==> config.mk <==
export PLATFORM = sky130hd
export DESIGN_NAME = dmach_top
export DESIGN_NICKNAME = d
export VERILOG_FILES = /design/src/rtl/dmach_pkg.sv /design/src/rtl/dmach_regs.sv /design/src/rtl/dmach_xfer.sv /design/src/rtl/dmach_top.sv
export SDC_FILE = /design/constraint.sdc
export NUM_CORES = 1
export LEC_CHECK = 0
export ABC_AREA = 1
export BUFFER_PORTS_ARGS = -buffer_cell sky130_fd_sc_hd__buf_2
export CAP_MARGIN = 0
export CORE_MARGIN = 4
export CORE_UTILIZATION = 30
export DETAILED_ROUTE_END_ITERATION = 10
export GPL_TIMING_DRIVEN = 0
export SLEW_MARGIN = 10
export SYNTH_ARGS = -nofsm -noshare
export SYNTH_HDL_FRONTEND = slang
export SYNTH_SLANG_ARGS = --single-unit
==> constraint.sdc <==
create_clock -name clk -period 2.2 [get_ports clk]
set_input_delay 0 -clock clk [delete_from_list [all_inputs] [get_ports clk]]
set_output_delay 0 -clock clk [all_outputs]
set_load 0.05 [all_outputs]
==> src/rtl/dmach_pkg.sv <==
package dmach_pkg;
  typedef enum logic [1:0] {
    DIR_VERIFY = 2'b00,
    DIR_IO2MEM = 2'b01,
    DIR_MEM2IO = 2'b10,
    DIR_NONE   = 2'b11
  } dir_e;

  typedef enum logic [1:0] {
    SEL_ADDR  = 2'd0,
    SEL_COUNT = 2'd1,
    SEL_MODE  = 2'd2,
    SEL_MASK  = 2'd3
  } sel_e;

  // bits 7:6 service style, 5 spare, 4 reload, 3:2 direction, 1 spare, 0 width
  typedef struct packed {
    logic [1:0] xstyle;
    logic       spare5;
    logic       reload;
    dir_e       dir;
    logic       spare1;
    logic       wide;
  } mode_t;

  localparam logic [1:0] STYLE_SINGLE = 2'b01;
endpackage

==> src/rtl/dmach_regs.sv <==
module dmach_regs
  import dmach_pkg::*;
#(
  parameter int AW = 24,
  parameter int CW = 16
) (
  input  logic          clk,
  input  logic          rst,
  input  logic          cfg_we,
  input  logic [1:0]    cfg_sel,
  input  logic [AW-1:0] cfg_wdata,
  input  logic          beat,
  output logic [AW-1:0] cur_addr,
  output logic [CW-1:0] cur_cnt,
  output mode_t         mode_q,
  output logic          mask_q,
  output logic          tc_now,
  output logic          tc_pulse,
  output logic          tc_flag
);
  localparam logic [AW-1:0] STEP_B = AW'(1);
  localparam logic [AW-1:0] STEP_W = AW'(2);

  logic [AW-1:0] base_addr;
  logic [CW-1:0] base_cnt;
  logic [AW-1:0] step;

  assign tc_now = beat && (cur_cnt == '0);
  assign step   = mode_q.wide ? STEP_W : STEP_B;

  always_ff @(posedge clk) begin
    if (rst) begin
      cur_addr  <= '0;
      base_addr <= '0;
      cur_cnt   <= '0;
      base_cnt  <= '0;
      mode_q    <= '0;
      mask_q    <= 1'b1;
      tc_pulse  <= 1'b0;
      tc_flag   <= 1'b0;
    end else begin
      tc_pulse <= tc_now;
      if (beat) begin
        cur_addr <= cur_addr + step;
        cur_cnt  <= cur_cnt - CW'(1);
        if (tc_now) begin
          tc_flag <= 1'b1;
          if (mode_q.reload) begin
            cur_addr <= base_addr;
            cur_cnt  <= base_cnt;
          end else begin
            mask_q <= 1'b1;
          end
        end
      end
      if (cfg_we) begin
        case (sel_e'(cfg_sel))
          SEL_ADDR: begin
            cur_addr  <= cfg_wdata;
            base_addr <= cfg_wdata;
          end
          SEL_COUNT: begin
            cur_cnt  <= cfg_wdata[CW-1:0];
            base_cnt <= cfg_wdata[CW-1:0];
            tc_flag  <= 1'b0;
          end
          SEL_MODE: mode_q <= mode_t'(cfg_wdata[7:0]);
          default:  mask_q <= cfg_wdata[0];
        endcase
      end
    end
  end
endmodule

==> src/rtl/dmach_xfer.sv <==
module dmach_xfer
  import dmach_pkg::*;
#(
  parameter int DW = 16
) (
  input  logic          clk,
  input  logic          rst,
  input  logic          hreq,
  input  logic          sreq,
  input  logic          mask_q,
  input  logic          tc_now,
  input  mode_t         mode_q,
  input  logic [DW-1:0] io_rdata,
  input  logic [DW-1:0] mem_rdata,
  output logic          beat,
  output logic          mem_rd,
  output logic          mem_wr,
  output logic          io_rd,
  output logic          io_wr,
  output logic [DW-1:0] mem_wdata,
  output logic [DW-1:0] io_wdata,
  output logic [DW-1:0] tmp_q
);
  localparam int BW = DW / 2;

  logic pend_q;
  logic single;

  function automatic logic [DW-1:0] fit(input logic [DW-1:0] d, input logic w);
    return w ? d : {{(DW-BW){1'b0}}, d[BW-1:0]};
  endfunction

  assign beat   = pend_q && !mask_q;
  assign single = (mode_q.xstyle == STYLE_SINGLE);

  always_comb begin
    io_rd     = beat && (mode_q.dir == DIR_VERIFY || mode_q.dir == DIR_IO2MEM);
    mem_wr    = beat && (mode_q.dir == DIR_IO2MEM);
    mem_rd    = beat && (mode_q.dir == DIR_MEM2IO);
    io_wr     = beat && (mode_q.dir == DIR_MEM2IO);
    mem_wdata = fit(io_rdata, mode_q.wide);
    io_wdata  = fit(mem_rdata, mode_q.wide);
  end

  always_ff @(posedge clk) begin
    if (rst) begin
      pend_q <= 1'b0;
      tmp_q  <= '0;
    end else begin
      if (beat && (tc_now || single)) pend_q <= 1'b0;
      if (hreq || sreq) pend_q <= 1'b1;
      if (mem_wr)     tmp_q <= mem_wdata;
      else if (io_wr) tmp_q <= io_wdata;
    end
  end
endmodule

==> src/rtl/dmach_top.sv <==
module dmach_top
  import dmach_pkg::*;
#(
  parameter int AW = 24,
  parameter int CW = 16,
  parameter int DW = 16
) (
  input  logic          clk,
  input  logic          rst,
  input  logic          cfg_we,
  input  logic [1:0]    cfg_sel,
  input  logic [AW-1:0] cfg_wdata,
  input  logic          dis_all,
  input  logic          hreq,
  input  logic          sreq,
  output logic [AW-1:0] mem_addr,
  output logic          mem_rd,
  output logic          mem_wr,
  output logic [DW-1:0] mem_wdata,
  input  logic [DW-1:0] mem_rdata,
  output logic          io_rd,
  output logic          io_wr,
  output logic [DW-1:0] io_wdata,
  input  logic [DW-1:0] io_rdata,
  output logic [DW-1:0] tmp_q,
  output logic          tc_pulse,
  output logic          tc_flag,
  output logic          chan_masked,
  output logic          busy,
  output logic          word_mode
);
  logic [CW-1:0] cur_cnt;
  mode_t         mode_q;
  logic          beat;
  logic          tc_now;

  dmach_regs #(.AW(AW), .CW(CW)) u_regs (
    .clk(clk), .rst(rst), .cfg_we(cfg_we), .cfg_sel(cfg_sel), .cfg_wdata(cfg_wdata),
    .beat(beat), .cur_addr(mem_addr), .cur_cnt(cur_cnt), .mode_q(mode_q),
    .mask_q(chan_masked), .tc_now(tc_now), .tc_pulse(tc_pulse), .tc_flag(tc_flag)
  );

  dmach_xfer #(.DW(DW)) u_xfer (
    .clk(clk), .rst(rst), .hreq(hreq), .sreq(sreq), .mask_q(chan_masked),
    .tc_now(tc_now), .mode_q(mode_q), .io_rdata(io_rdata), .mem_rdata(mem_rdata),
    .beat(beat), .mem_rd(mem_rd), .mem_wr(mem_wr), .io_rd(io_rd), .io_wr(io_wr),
    .mem_wdata(mem_wdata), .io_wdata(io_wdata), .tmp_q(tmp_q)
  );

  assign busy      = !dis_all && (cur_cnt != '0);
  assign word_mode = mode_q.wide;
endmodule

==> results of run 1 <==
power by group:
part           switching [mW]  internal [mW]  total (mW)  leakage, nW
sequential             0.0627           1.98        2.05        0.862
combinational           0.580          0.311       0.891         2.60
clock                   0.765          0.919        1.68        0.147
total                    1.41           3.21        4.62         3.61
state kept, by name (all words and copies together), names as in the netlist:
name,cells
u_regs.tc_flag,1
u_regs.base_cnt,16
u_xfer.pend_q,1
u_regs.tc_pulse,1
u_regs.base_addr,24
u_regs.mask_q,1
u_regs.cur_cnt,16
u_xfer.tmp_q,16
u_regs.mode_q,6
u_regs.cur_addr,24
final cells by class:
cell class	count	area [µm²]	area share (%)
inverter	92	353	4.62
tap	234	293	3.83
multi-input combinational	603	3020	39.5
clock inverter	4	52.6	0.688
sequential	106	2130	27.9
buffer	54	312	4.08
timing repair buffer	197	1230	16.2
clock buffer	12	246	3.23
through the flow:
step           cells  total power, mW  hold WS [ns]  instance area (µm²)  setup slack, ns
2_1_floorplan    857             2.65         0.145                 5780          0.00281
3_3_place_gp    1234             2.89         0.282                 6790           -0.207
3_5_place_dp    1234             2.90         0.287                 6790           -0.240
4_1_cts         1295             4.63      0.000838                 7540           0.0118
5_1_grt         1302             4.81        0.0154                 7640          0.00458
6_report        1302             4.62       0.00839                 7640            0.144
per-layer routing:
| layer | routed length [µm] | global-route usage, % | vias up |
|---|---|---|---|
| li1 | - | - | 3171 |
| met1 | 8940 | 23.9 | 2869 |
| met2 | 8860 | 30.0 | 267 |
| met3 | 1480 | 4.35 | 32 |
| met4 | 501 | 5.69 | 0 |
| met5 | 0 | 0 | - |
worst reg2reg max path, delay by kind of cell (launching register included):
family,cells,cell delay (ns)
compound gates,2,0.33
simple gates,4,0.71
fa+ha+maj,1,0.25
buf+inv,2,0.41
flops,1,0.31
repair_timing:
| item | CTS | global route |
|---|---|---|
| pin swaps | 4 | 4 |
| setup endpoints to repair | 9 | 22 |
| resized for setup | 4 | 12 |
| cloned | 0 | 0 |
| buffers inserted | 2 | 7 |
| hold buffers | 45 | 0 |
| endpoints found under the hold margin | 77 | 0 |
cell families (layout without fill, tap and decap cells):
| family | after synthesis | count (layout) | synth area share (%) |
|---|---|---|---|
| flops | 106 | 106 | 37.1 |
| simple gates | 432 | 432 | 32.8 |
| compound gates | 154 | 154 | 15.5 |
| fa+ha+maj | 4 | 4 | 1.01 |
| xor+xnor | 13 | 13 | 1.99 |
| buf+inv | 148 | 359 | 11.6 |
cells in the final DEF, fill, tap and decap left out, drive strengths merged, types with 5 or more instances in the layout:
cell	count
nor2	73
clkbuf	32
xor2	8
nand2	276
nor3	5
a21oi	63
o21ai	50
dfxtp	106
xnor2	5
buf	186
nand4	16
inv	91
o211ai	17
nand3	56
a221oi	7
a31oi	12
dlygate4sd3	45
path summary, 6_finish.rpt:
path                                       to  slack [ns]  cells after the start
max            u_regs.cur_addr[10]$_SDFF_PP0_        0.14                      9
min          u_regs.base_addr[6]$_SDFFE_PP0P_       0.008                      3
max reg2reg    u_regs.cur_addr[10]$_SDFF_PP0_        0.14                      9
min reg2reg     u_regs.mode_q[7]$_SDFFE_PP0P_        0.44                      2
==> metrics.yaml, run 1 <==
floorplan:
  die_area_um2: 21400
  die_y_um: 146
  pin_count: 145
  fp.coreArea_um2: 18800
  start_util_pct: 30.5
  row_count: 50
  die_w_um: 146
timing:
  tightest_slew_ns: 0.663
  fin_skew_ns: 0.0129
  slew-limit-headroom_pct: 55.8
  setup_viol: 0
  tns_ns: 0
  grt_setup_unrepaired: "no"
  slew_violations: 0
  hold_viol: 0
  max_freq_mhz: 486
  period_share_pct: 93.5
  fin_crit_ns: 2.06
critical_path:
  crit_chain: "inv_1 -> ha_2 -> nand3_2 -> nor3_4 -> nand4_4 -> buf_2 -> o21ai_1 -> a31oi_1 -> nor2_1"
  reg2reg_from: "u_regs.cur_cnt[0]$_SDFF_PP0_"
  cp_top_family: "simple AND/OR/NAND/NOR gates"
  crit_path_end_kind: "flip-flop"
  cp_num_buf_inv: 2
  worstPathMaxFanout: 10
  cpMaxStageDelayCell: "dfxtp_1"
  cp.arrival_ns: 2.36
  worstSetupPathType: "flip-flop to flip-flop"
  crit_path_start: "u_regs.cur_cnt[0]$_SDFF_PP0_"
  crit_path_max_incr_delay_ns: 0.31
  required_ns: 2.50
  startpoint_type: "flip-flop"
synth:
  synth_area_per_cell_um2: 6.68
  synth-async-reset-ratio_pct: 0
  synth_common_cells: "nand2_1, dfxtp_1, inv_1"
  yosys_warnings: 0
  syn_inst: 857
  synth.top_cell.area_share_pct: 37.1
  synth_cell_type_count: 42
  synth-seq-cells: 106
  yosysTopAreaCell: "dfxtp_1"
  yosysMostFrequentCell: "nand2_1"
  ys.flop_type: "dfxtp_1"
  syn_area_um2: 5730
  syn_nets: 925
  yosys-top-cells-area: "dfxtp_1, nand2_1, inv_1"
  synth-seq-area-share_pct: 37.1
  synth_edf_count: 0
placement:
  hpwl_um: 14800
  numPortBuffers: 143
  gp_congestion: 0.928
clock_tree:
  clk_pin_slew_ns: 0.08
  cts_tree: "built"
  cts_buffers: 9
  clk_latency_ns: 0.36
  root_buffer: "clkbuf_16"
  cts_sinks: 106
  htreeDepth: 3
  cts_buffer_depth: 2
global_route:
  antenna_found_initial: 0
  grt_usage_pct: 18.3
  grt_max_degree: 20
  grt_pass1_vias: 6163
  grt.overflow.total: 0
  grt_pass1_wl_um: 31900
detailed_routing:
  ant_nets: 0
  vias_per_cell: 4.87
  drt_first_iter_violations: 446
  routed-via-count: 6339
  wl_per_cell_um: 15.2
  drc: 0
  drt-total-wl_um: 19800
  drtPass1Iterations: 5
final_layout:
  post-route-util_pct: 40.7
  final_nets: 1131
  nFillCells: 1957
  antenna_cells: 0
  drive_above_1_share_pct: 23.5
  area_growth_syn_to_layout_pct: 33.4
power_and_ir_drop:
  powerDensity_nw_per_um2: 605
  ir_drop_mv: 0.344
  leakage_nw: 3.61
worst_hold_path:
  min-delay-start: "cfg_wdata[6]"
  hp-class: "primary input to flip-flop"
flow_run:
  maxCapViolations: 0
run_status:
  outcome: "finished clean"
No activity file was read; power rests on OpenSTA's default activity.
==> inputs of run 2 (changes only) <==
--- a/config.mk
+++ b/config.mk
@@ -15,4 +15,5 @@
 export SLEW_MARGIN = 10
 export SYNTH_ARGS = -nofsm -noshare
 export SYNTH_HDL_FRONTEND = slang
+export SYNTH_HIERARCHICAL = 1
 export SYNTH_SLANG_ARGS = --single-unit
==> run 2 against run 1 <==
  * Register-to-register slack barely moved
  * Combinational power rose by 9.0%
  * Total power decreased by 1.5%
  * Wire length is 11% higher
  * Synthesized cell count is 20% higher
  * Sequential share of layout area down 1.7 points
  * Clock skew is 0.0022 ns lower
  * Design area up 6.8%
  * Global-route usage up 0.097 points
  * Clock-buffer cell count increased by 1
  * Highest routed layer unchanged
==> metrics.yaml, run 2 <==
critical_path:
  worstPathMaxFanout: 4  # -6
  worstSetupPathType: "flip-flop to flip-flop"
  crit_path_end_kind: "flip-flop"
  startpoint_type: "flip-flop"
  cp.arrival_ns: 2.36  # about the same
  required_ns: 2.49  # about the same
timing:
  grt_setup_unrepaired: "yes"
  slew-limit-headroom_pct: 53.7  # -2.1 points
  tightest_slew_ns: 0.694  # +0.0311 ns
  fin_crit_ns: 2.07  # +0.0118 ns
  slew_violations: 0  # unchanged
  fin_skew_ns: 0.0107  # -0.00222 ns
  max_freq_mhz: 484  # -0.57%
  setup_viol: 0  # unchanged
  period_share_pct: 94.0  # +0.53 points
  hold_viol: 0  # unchanged
clock_tree:
  cts_buffer_depth: 2  # unchanged
  htreeDepth: 3  # unchanged
  root_buffer: "clkbuf_16"
  cts_sinks: 106  # unchanged
  clk_pin_slew_ns: 0.07  # about the same
  cts_tree: "built"
  clk_latency_ns: 0.36  # about the same
  cts_buffers: 9  # unchanged
detailed_routing:
  vias_per_cell: 4.65  # -4.5%
  drtPass1Iterations: 5  # unchanged
  dr_wl_met2_um: 10100  # +15%
  drt_first_iter_violations: 553  # +24%
  drc: 0  # unchanged
  top_layer_used: "met4"
  drt-met1-wl_um: 9890  # +11%
  wl_per_cell_um: 14.6  # -4.1%
  ant_nets: 0  # unchanged
  routed-via-count: 7000  # +10%
  wl_met3_um: 1290  # -13%
  drt-total-wl_um: 21900  # +11%
run_status:
  outcome: "finished clean"
global_route:
  grt.overflow.total: 0  # unchanged
  antenna_found_initial: 0  # unchanged
  grt_pass1_wl_um: 35300  # +11%
  grt_max_degree: 24  # +20%
  grt_usage_pct: 18.4  # +0.097 points
  grt_pass1_vias: 6701  # +8.7%
power_and_ir_drop:
  powerDensity_nw_per_um2: 558  # -7.8%
  leakage_nw: 4.14  # +15%
  ir_drop_mv: 0.323  # -6.1%
  design_power_total_mw: 4.55  # -1.5%
synth:
  syn_nets: 1095  # +18%
  syn_area_um2: 6270  # +9.5%
  synth_area_per_cell_um2: 6.11  # -8.5%
  syn_inst: 1026  # +20%
  yosys_warnings: 6  # +6
flow_run:
  maxCapViolations: 0  # unchanged
placement:
  numPortBuffers: 144  # +0.70%
  hpwl_um: 16400  # +11%
  gp_congestion: 0.899  # -3.0%
  place_area_um2: 7330  # +8.0%
floorplan:
  start_util_pct: 30.8  # +0.28 points
  row_count: 52  # +4.0%
  die_area_um2: 23300  # +9.0%
  die_w_um: 153  # +4.4%
  pin_count: 145  # unchanged
  fp.coreArea_um2: 20400  # +8.5%
  die_y_um: 153  # +4.4%
final_layout:
  drive_above_1_share_pct: 19.7  # -3.8 points
  area_growth_syn_to_layout_pct: 30.1
  antenna_cells: 0  # unchanged
  final_nets: 1299  # +15%
  layout_common_cells: "nand2_1, buf_2, nor2_1"
  reg.largest.list: "u_regs/base_addr x24, u_regs/cur_addr x24"
  layout_commonest_cell: "nand2_1"
  stdcell_area_um2: 8150  # +6.8%
worst_hold_path:
  hp-class: "primary input to flip-flop"
## run 2: worst paths after layout
check,startpoint,endpoint,slack [ns],cells past startpoint
worst max register to register,u_regs/mode_q[0]$_SDFFE_PP0P_,u_regs/cur_addr[10]$_SDFF_PP0_,0.13,14
worst min register to register,u_regs/base_cnt[11]$_SDFFE_PP0P_,u_regs/base_cnt[11]$_SDFFE_PP0P_,0.45,2
worst max-delay path,u_regs/mode_q[0]$_SDFFE_PP0P_,u_regs/cur_addr[10]$_SDFF_PP0_,0.13,14
worst min-delay path,io_rdata[5],u_xfer/tmp_q[5]$_SDFFE_PP0P_,0.02,5
## run 2: area by class of cell
type,count,area [µm²]
Buffer,59,368
Clock buffer,13,250
Clock inverter,3,15.0
Fill cell,2210,12200
Inverter,96,367
Multi-Input combinational cell,764,3490
Sequential cell,106,2130
Tap cell,270,338
Timing Repair Buffer,194,1200
## run 2: layer usage
layer | global-route usage (%) | vias up
li1 | - | 3605
met1 | 24.1 | 3137
met2 | 29.9 | 215
met3 | 3.92 | 43
met4 | 6.66 | 0
met5 | 0 | -
## run 2: through the flow
stage | instances | util (%) | TNS (ns) | worst slack, ns | hold slack [ns]
after floorplan | 1026 | - | 0 | 0.0116 | 0.0691
after global placement | 1440 | 36.0 | -2.70 | -0.213 | 0.189
after detailed placement | 1440 | 36.0 | -2.95 | -0.243 | 0.194
after CTS | 1496 | 39.4 | -0.0219 | -0.0219 | 0.00438
after global routing | 1505 | 40.0 | -0.0254 | -0.0122 | 0.00835
final | 1505 | 40.0 | 0 | 0.132 | 0.0189
## run 2: critical path: stages, from the launching register on
cell	delay, ns
dfxtp_4	0.36
inv_4	0.06
ha_4	0.14
inv_2	0.04
fa_2	0.44
inv_2	0.07
nand2_2	0.06
nor2_4	0.11
nand2_2	0.08
or2_4	0.23
nand2_1	0.07
nand3_1	0.07
nand2_1	0.07
nand2_1	0.06
a21oi_2	0.13
## run 2: what timing repair did
item                                    in CTS  in global routing
cloned                                       0                  0
pin swaps                                    1                  7
hold buffers                                40                  0
endpoints found under the setup margin      33                 48
resized for setup                            9                 21
endpoints found under the hold margin       67                  0
setup buffers                                1                  9
## run 2: report_power, final
group	total [mW]	internal, mW	switching [mW]
registers	2.06	1.99	0.0712
clock network	1.52	0.796	0.726
logic	0.971	0.330	0.640
==> inputs of run 3 (changes only) <==
--- a/config.mk
+++ b/config.mk
@@ -6,12 +6,15 @@
 export NUM_CORES = 1
 export LEC_CHECK = 0
 export ABC_AREA = 1
-export BUFFER_PORTS_ARGS = -buffer_cell sky130_fd_sc_hd__buf_2
 export CAP_MARGIN = 0
+export CELL_PAD_IN_SITES_DETAIL_PLACEMENT = 1
+export CELL_PAD_IN_SITES_GLOBAL_PLACEMENT = 2
 export CORE_MARGIN = 4
 export CORE_UTILIZATION = 30
 export DETAILED_ROUTE_END_ITERATION = 10
+export DONT_BUFFER_PORTS = 1
 export GPL_TIMING_DRIVEN = 0
+export PLACE_DENSITY_LB_ADDON = 0.1
 export SLEW_MARGIN = 10
 export SYNTH_ARGS = -nofsm -noshare
 export SYNTH_HDL_FRONTEND = slang
==> constraint.sdc (replaced) <==
create_clock -name clk -period 2.21 [get_ports clk]
set_input_delay 0 -clock clk [delete_from_list [all_inputs] [get_ports clk]]
set_output_delay 0 -clock clk [all_outputs]
set_load 0.05 [all_outputs]
==> run 3 against run 2 <==
  * Global-route usage grew 3.0 points
  * Clock power grew 21%
  * Sequential cell count is the same
  * Clock skew shrank 0.0050 ns
  * Critical path depth grew 1
  * Cell count shrank 8.2%
  * Setup slack lost 0.083 ns
  * Via count shrank 4.1%
  * Design area shrank 4.0%
  * Combinational power shrank 15%
  * Die area is the same
  * Largest cell class unchanged
  * Largest power group unchanged
==> metrics.yaml, run 3 (synthesis gave the netlist of run 2 again) <==
timing:
  slew_violations: 0  # unchanged
  tightest_slew_ns: 1.06  # +0.364 ns
  tns_ns: 0  # unchanged
  fin_crit_ns: 2.16  # +0.0927 ns
  timing.hold.ws_ns: 0.0770  # +0.0581 ns
  slew-limit-headroom_pct: 29.7  # -24 points
  fin_skew_ns: 0.00567  # -0.00499 ns
  setup_ws_ns: 0.0492  # -0.0827 ns
  grt_setup_unrepaired: "yes"
  setup_viol: 0  # unchanged
  max_freq_mhz: 463  # -4.3%
  period_share_pct: 97.8  # +3.8 points
  hold_viol: 0  # unchanged
placement:
  preCtsSetupSlack_ns: -0.621  # -0.377 ns
  hpwl_um: 18700  # +14%
  gp_congestion: 0.813  # -9.6%
  numPortBuffers: 0  # -100%
detailed_routing:
  dr_wl_met2_um: 12800  # +26%
  drt_first_iter_violations: 265  # -52%
  top_layer_used: "met4"
  ant_nets: 0  # unchanged
  wl_per_cell_um: 18.4  # +27%
  drt-met1-wl_um: 11000  # +12%
  routed-via-count: 6716  # -4.1%
  drtPass1Iterations: 7  # +2
  vias_per_cell: 4.86  # +4.5%
  wl_met3_um: 1170  # -9.2%
  drt-total-wl_um: 25500  # +16%
  drc: 0  # unchanged
final_layout:
  layout_commonest_cell: "nand2_1"
  post-route-util_pct: 38.4  # -1.6 points
  reg.largest.list: "u_regs/base_addr x24, u_regs/cur_addr x24"
  final_nets: 1176  # -9.5%
  layout_common_cells: "nand2_1, nor2_1, inv_1, dfxtp_1, nand3_1"
  drive_above_1_share_pct: 12.9  # -6.8 points
  area_growth_syn_to_layout_pct: 24.9
  nFillCells: 2710  # +23%
critical_path:
  startpoint_type: "flip-flop"
  reg2reg_slack_ns: 0.05  # -0.08 ns
  cp_num_buf_inv: 5  # +2
  required_ns: 2.43  # -0.06 ns
  worstPathMaxFanout: 4  # unchanged
  cpMaxStageDelayCell: "dfxtp_4"
  crit_chain: "inv_4 -> buf_6 -> fa_2 -> inv_2 -> nand2_4 -> nor2_4 -> buf_6 -> buf_4 -> nand2_1 -> nand2_1 -> nand3_2 -> nand2_1 -> nand2_1 -> nand2_1 -> a21oi_1"
  cp_top_family: "simple AND/OR/NAND/NOR gates"
  crit_top_cell: "nand2_1"
  cp.arrival_ns: 2.38  # +0.02 ns
  crit_path_max_incr_delay_ns: 0.48  # +0.04 ns
  worstSetupPathType: "flip-flop to flip-flop"
  crit_path_end_kind: "flip-flop"
floorplan:
  row_count: 52  # unchanged
  die_y_um: 153  # unchanged
  die_w_um: 153  # unchanged
  die_area_um2: 23300  # unchanged
  pin_count: 145  # unchanged
  fp.coreArea_um2: 20400  # unchanged
  start_util_pct: 30.8  # unchanged
clock_tree:
  clk_pin_slew_ns: 0.07  # about the same
  cts_tree: "built"
  htreeDepth: 3  # unchanged
  root_buffer: "clkbuf_16"
  cts_buffers: 9  # unchanged
  clk_latency_ns: 0.36  # about the same
  cts_sinks: 106  # unchanged
  cts_buffer_depth: 2  # unchanged
power_and_ir_drop:
  leakage_nw: 3.68  # -11%
  design_power_total_mw: 4.80  # +5.5%
  ir_drop_mv: 0.338  # +4.5%
  powerDensity_nw_per_um2: 613  # +9.9%
global_route:
  grt_usage_pct: 21.4  # +3.0 points
  grt_pass1_vias: 6909  # +3.1%
  grt_pass1_wl_um: 39600  # +12%
  grt_max_degree: 24  # unchanged
  antenna_found_initial: 3  # +3
  grt.overflow.total: 0  # unchanged
run_status:
  outcome: "finished clean"
worst_hold_path:
  hp-class: "primary input to flip-flop"
flow_run:
  maxCapViolations: 0  # unchanged
[run 3: path summary, 6_finish.rpt]
kind | endpoint | depth (start not counted) | from
worst min-delay path | u_regs/mode_q[0]$_SDFFE_PP0P_ | 4 | cfg_we
worst min register to register | u_regs/base_cnt[7]$_SDFFE_PP0P_ | 2 | u_regs/base_cnt[7]$_SDFFE_PP0P_
worst max-delay path | u_regs/cur_addr[22]$_SDFF_PP0_ | 15 | u_regs/mode_q[0]$_SDFFE_PP0P_
worst max register to register | u_regs/cur_addr[22]$_SDFF_PP0_ | 15 | u_regs/mode_q[0]$_SDFFE_PP0P_
[run 3: where the power goes]
group	leakage, nW	internal, mW	switching [mW]
registers	0.871	1.98	0.154
logic	2.65	0.278	0.550
clock network	0.159	1.08	0.763
[run 3: per-stage QoR]
step | cells | area [µm²]
4_1_cts | 1371 | 7610
2_1_floorplan | 1026 | 6280
6_report | 1382 | 7830
5_1_grt | 1382 | 7830
3_3_place_gp | 1296 | 6610
3_5_place_dp | 1296 | 6620
[run 3: cell type report]
class                      instances  area, µm²  area share [%]
multi-input combinational        764       3560            45.4
sequential                       106       2160            27.5
timing repair buffer              71        708            9.05
buffer                            59        375            4.79
inverter                          96        363            4.63
tap                              270        338            4.32
clock buffer                      11        264            3.37
clock inverter                     2       60.1           0.767
antenna                            3       7.51          0.0959
[run 3: layer usage]
metal	vias to the layer above	GRT usage, %
li1	3369	-
met1	3195	26.1
met2	124	38.6
met3	28	3.69
met4	0	6.41
met5	-	0
[run 3: timing repair]
action | in CTS | in global routing
setup buffers | 13 | 6
hold buffers | 50 | 0
setup endpoints to repair | 42 | 30
resized for setup | 28 | 45
endpoints found under the hold margin | 99 | 0
cloned | 0 | 2
pin swaps | 7 | 7
[run 3: tightest hold or removal path, cell delays in order]
cell and delay [ns]:
nand2_1 0.06, nor2_1 0.10, clkinv_1 0.14, a21oi_1 0.09
